===== src/rtl/addsub_pkg.sv =====
package addsub_pkg;

  typedef enum logic [1:0] {
    OPK_IDLE = 2'd0,
    OPK_ADD  = 2'd1,
    OPK_SUB  = 2'd2
  } opkind_e;

  // Difference wins when both command lines are raised.
  function automatic opkind_e decode_cmd(input logic want_add, input logic want_sub);
    if (want_sub)      return OPK_SUB;
    else if (want_add) return OPK_ADD;
    else               return OPK_IDLE;
  endfunction

endpackage


===== src/rtl/addsub_operand_sel.sv =====
module addsub_operand_sel #(
  parameter int WIDTH = 5
) (
  input  logic [WIDTH-1:0] y_raw,
  input  logic             invert,
  output logic [WIDTH-1:0] y_eff
);
  // One AND-OR selector per bit: true value or its complement.
  for (genvar i = 0; i < WIDTH; i++) begin : g_sel
    assign y_eff[i] = (y_raw[i] & ~invert) | (~y_raw[i] & invert);
  end
endmodule


===== src/rtl/addsub_full_adder.sv =====
module addsub_full_adder (
  input  logic a,
  input  logic b,
  input  logic ci,
  output logic s,
  output logic co
);
  assign s  = a ^ b ^ ci;
  assign co = (a & b) | (a & ci) | (b & ci);
endmodule


===== src/rtl/addsub_ripple.sv =====
module addsub_ripple #(
  parameter int WIDTH = 5
) (
  input  logic [WIDTH-1:0] a,
  input  logic [WIDTH-1:0] b,
  input  logic             cin,
  output logic [WIDTH-1:0] sum,
  output logic             carry_to_sign,
  output logic             carry_from_sign
);
  localparam int MSB = WIDTH - 1;

  logic [WIDTH:0] chain;
  assign chain[0] = cin;

  for (genvar i = 0; i < WIDTH; i++) begin : g_stage
    addsub_full_adder u_fa (
      .a  (a[i]),
      .b  (b[i]),
      .ci (chain[i]),
      .s  (sum[i]),
      .co (chain[i+1])
    );
  end

  assign carry_to_sign   = chain[MSB];
  assign carry_from_sign = chain[WIDTH];
endmodule


===== src/rtl/signed_addsub_unit.sv =====
module signed_addsub_unit #(
  parameter int WIDTH = 5
) (
  input  logic             clk,
  input  logic             rst,
  input  logic             op_add,
  input  logic             op_sub,
  input  logic [WIDTH-1:0] opnd_x,
  input  logic [WIDTH-1:0] opnd_y,
  output logic [WIDTH-1:0] result,
  output logic             ovf
);
  import addsub_pkg::*;

  localparam logic [WIDTH-1:0] ZERO_W = '0;

  opkind_e         kind;
  logic            negate;
  logic            active;
  logic [WIDTH-1:0] y_sel;
  logic [WIDTH-1:0] raw_sum;
  logic            c_into_sign;
  logic            c_out_sign;
  logic [WIDTH-1:0] result_d;
  logic            ovf_d;

  always_comb begin
    kind   = decode_cmd(op_add, op_sub);
    negate = (kind == OPK_SUB);
    active = (kind != OPK_IDLE);
  end

  addsub_operand_sel #(.WIDTH(WIDTH)) u_sel (
    .y_raw  (opnd_y),
    .invert (negate),
    .y_eff  (y_sel)
  );

  addsub_ripple #(.WIDTH(WIDTH)) u_add (
    .a               (opnd_x),
    .b               (y_sel),
    .cin             (negate),
    .sum             (raw_sum),
    .carry_to_sign   (c_into_sign),
    .carry_from_sign (c_out_sign)
  );

  always_comb begin
    result_d = active ? raw_sum : ZERO_W;
    ovf_d    = active & (c_into_sign ^ c_out_sign);
  end

  always_ff @(posedge clk) begin
    if (rst) begin
      result <= ZERO_W;
      ovf    <= 1'b0;
    end else begin
      result <= result_d;
      ovf    <= ovf_d;
    end
  end
endmodule


===== config.mk =====
export PLATFORM = sky130hd
export DESIGN_NAME = signed_addsub_unit
export DESIGN_NICKNAME = d
export VERILOG_FILES = /design/src/rtl/addsub_pkg.sv /design/src/rtl/addsub_operand_sel.sv /design/src/rtl/addsub_full_adder.sv /design/src/rtl/addsub_ripple.sv /design/src/rtl/signed_addsub_unit.sv
export SDC_FILE = /design/constraint.sdc
export NUM_CORES = 1
export LEC_CHECK = 0
export ABC_AREA = 1
export BUFFER_PORTS_ARGS = -buffer_cell sky130_fd_sc_hd__buf_2
export CAP_MARGIN = 5
export CORE_AREA = 2 2 39 41
export DETAILED_ROUTE_END_ITERATION = 6
export DIE_AREA = 0 0 41 43
export SYNTH_ARGS = -nofsm -noshare
export SYNTH_HDL_FRONTEND = slang
export SYNTH_HIERARCHICAL = 1
export SYNTH_SLANG_ARGS = --single-unit

===== constraint.sdc =====
create_clock -name clk -period 3 [get_ports clk]
set_clock_uncertainty 0.2 [all_clocks]
set_input_delay 0.15 -clock clk [delete_from_list [all_inputs] [get_ports clk]]
set_output_delay 0.15 -clock clk [all_outputs]
set_load 0.01 [all_outputs]

==> metrics.md <==
| Metric | Value |
|---|---|
| Cell row count | 14 |
| Peak VDD IR | 0.0000850 V |
| CP Class | input pin to register |
| Final setup TNS | 0 ns |
| EDFF count, synth | 0 |
| Antenna violations before repair | 0 |
| Peak Freq | 367 MHz |
| Starting Density | 27.1% |
| Placed inst area | 502 µm² |
| Largest cells by area after synthesis | dfxtp_1 32%, fa_1 27%, nand2_1 18% |
| Die H | 43 µm |
| Initial drt markers | 4 |
| Top-count cell post-synth | nand2_1 |
| DR DRC count | 0 |
| Top_reg_cell synth | dfxtp_1 |
| Routed WL | 748 µm |
| Multi-input gate area | 199 µm² |
| Tightest Pin Transition | 0.285 ns |
| DR pass1 iterations | 4 |
| Design area | 524 µm² |
| Post-cts resize count | 0 |
| Vias per inst | 3.92 |
| CTS tree | built |
| Worst setup margin | 0.279 ns |
| Die area | 1760 µm² |
| Top Ports | 20 |
| Total track usage | 9.72% |
| Final worst path period need | 2.72 ns |
| Crit start category | input pin |
| Storage element area | 120 µm² |
| Post-route ant nets | 0 |
| Syn nets | 70 |
| YS warnings | 6 |
| GR Overflow Total | 0 |
| WP data arrival | 2.64 ns |
| Longest Clk Path Bufs | 2 |
| Leakage | 0.331 nW |
| Max-Cap Viols | 0 |
| Async set or reset register ratio after synthesis | 0% |
| Power Dens Cells | 448 nW/µm² |
| ANT cells | 0 |
| Via total after detailed routing | 353 |
| Crit path capture | ovf |
| HPWL Detailed | 656 µm |
| Root Driver | clkbuf_4 |
| H-tree depth | 1 |
| Place WS | 0.0282 ns |
| Max-slew headroom | 81.0% |
| Port Buffers | 19 |
| Netlist cell types | 8 |
| Synth area leader | dfxtp_1 |
| Hold-fix buffers, CTS | 0 |
| Crit path launch | op_sub |
| Share of the synthesized area in the top cell type | 32.0% |
| Flops & latches, synth | 6 |
| Nets@finish | 95 |
| Core area | 1380 µm² |
| Final Hold Viols | 0 |
| Worst-path clk slew | 0.04 ns |
| Post-Syn Instances | 51 |
| Setup-failing EPs final | 0 |
| Num CTS Buffers | 3 |
| Max Fanout on Critical Path | 4 |
| RSZ-0062 raised after global routing | false |
| Register area share after synthesis | 32.0% |
| # fillers | 153 |
| GP Congestion | 0.706 |
| Critical Path RT | 2.92 ns |
| Mean post-synth cell area | 7.36 µm² |
| First-pass GRT wire length | 1100 µm |
| Part of the cycle the worst path needs | 90.7% |
| Mapped Area | 375 µm² |
| Clk sink count | 6 |
| Vias in the first global route | 296 |
| Status | finished, final reports clean |
| Area delta synth->final | 39.7% |
| Drt wl/cell | 8.31 µm |
| Die width | 41 µm |
| Fraction of layout instances using a drive strength above 1 | 35.1% |
| Post-CTS setup repair buffer count | 0 |
| Crit path capture type | register |
| Largest net degree at the start of global routing | 7 |
| Final Slew Violations | 0 |
| Hold WC Path Type | input pin to register |
| Top cells by count, synth | 18 x nand2_1, 13 x inv_1, 6 x dfxtp_1, 6 x nor2_1, 5 x fa_1 |
[power by group]
group	internal, mW	switching, mW
Clock	0.0452	0.0279
Combinational	0.0319	0.0384
Sequential	0.0896	0.00195
[flip-flops by register name (all words and copies together), names as in the netlist]
signal	flops
ovf	1
result	5
[stage by stage]
stage	instances	utilization [%]	total power [mW]	hold WS, ns
final	90	37.9	0.235	0.0184
after floorplan	51	-	0.135	0.122
after global routing	90	37.9	0.253	0.0361
after CTS	90	37.9	0.240	0.00788
after global placement	87	36.3	0.162	0.261
after detailed placement	87	36.3	0.164	0.267
[worst min-delay path by stage]
stage | startpoint | to | slack (ns) | cells past startpoint
final | op_add | result[0] | 0.02 | 3
after global routing | op_add | result[1] | 0.04 | 3
after CTS | op_add | result[0] | 0.008 | 3
after detailed placement | op_add | result[0] | 0.27 | 3
after global placement | op_add | result[0] | 0.26 | 3
after floorplan | op_sub | result[0] | 0.12 | 2
[per-layer routing]
| layer | routed length (µm) | track usage, % | vias to the layer above |
|---|---|---|---|
| met4 | 0 | 10.0 | 0 |
| met3 | 108 | 1.57 | 0 |
| met2 | 360 | 15.3 | 18 |
| li1 | - | - | 186 |
| met1 | 278 | 9.57 | 149 |
| met5 | 0 | 0 | - |
[kinds of logic after synthesis]
kind of cell / count (synthesis) / share of synthesized area, %
and+or+nand+nor: 24 / 24.0
buffers and inverters: 15 / 15.0
AOI/OAI and AO/OA: 1 / 2.33
adders and majority gates: 5 / 26.7
DFF: 6 / 32.0
[critical path, stage by stage]
cell and delay (ns):
buf_2 0.12, inv_2 0.04, nand2_1 0.05, nand2_1 0.06, fa_1 0.40, fa_1 0.39, fa_1 0.40, fa_1 0.43
fa_1 0.40, inv_1 0.07, nand2_1 0.04, nand2_1 0.05, nor2_1 0.03
[placed cells by master (no fill, tap or decap)]
| cell type | count |
|---|---|
| nand2_1 | 18 |
| inv_1 | 13 |
| buf_4 | 2 |
| nor2_1 | 6 |
| fa_1 | 5 |
| o21ai_2 | 1 |
| buf_2 | 19 |
| clkbuf_4 | 3 |
| inv_2 | 1 |
| dfxtp_1 | 6 |
[cell type report]
class	count	area share, %
sequential	6	22.9
inverter	14	10.0
clock buffer	3	4.30
timing repair buffer	21	21.0
tap	16	3.82
multi-input combinational	30	37.9
No activity file was read; power rests on OpenSTA's default activity.
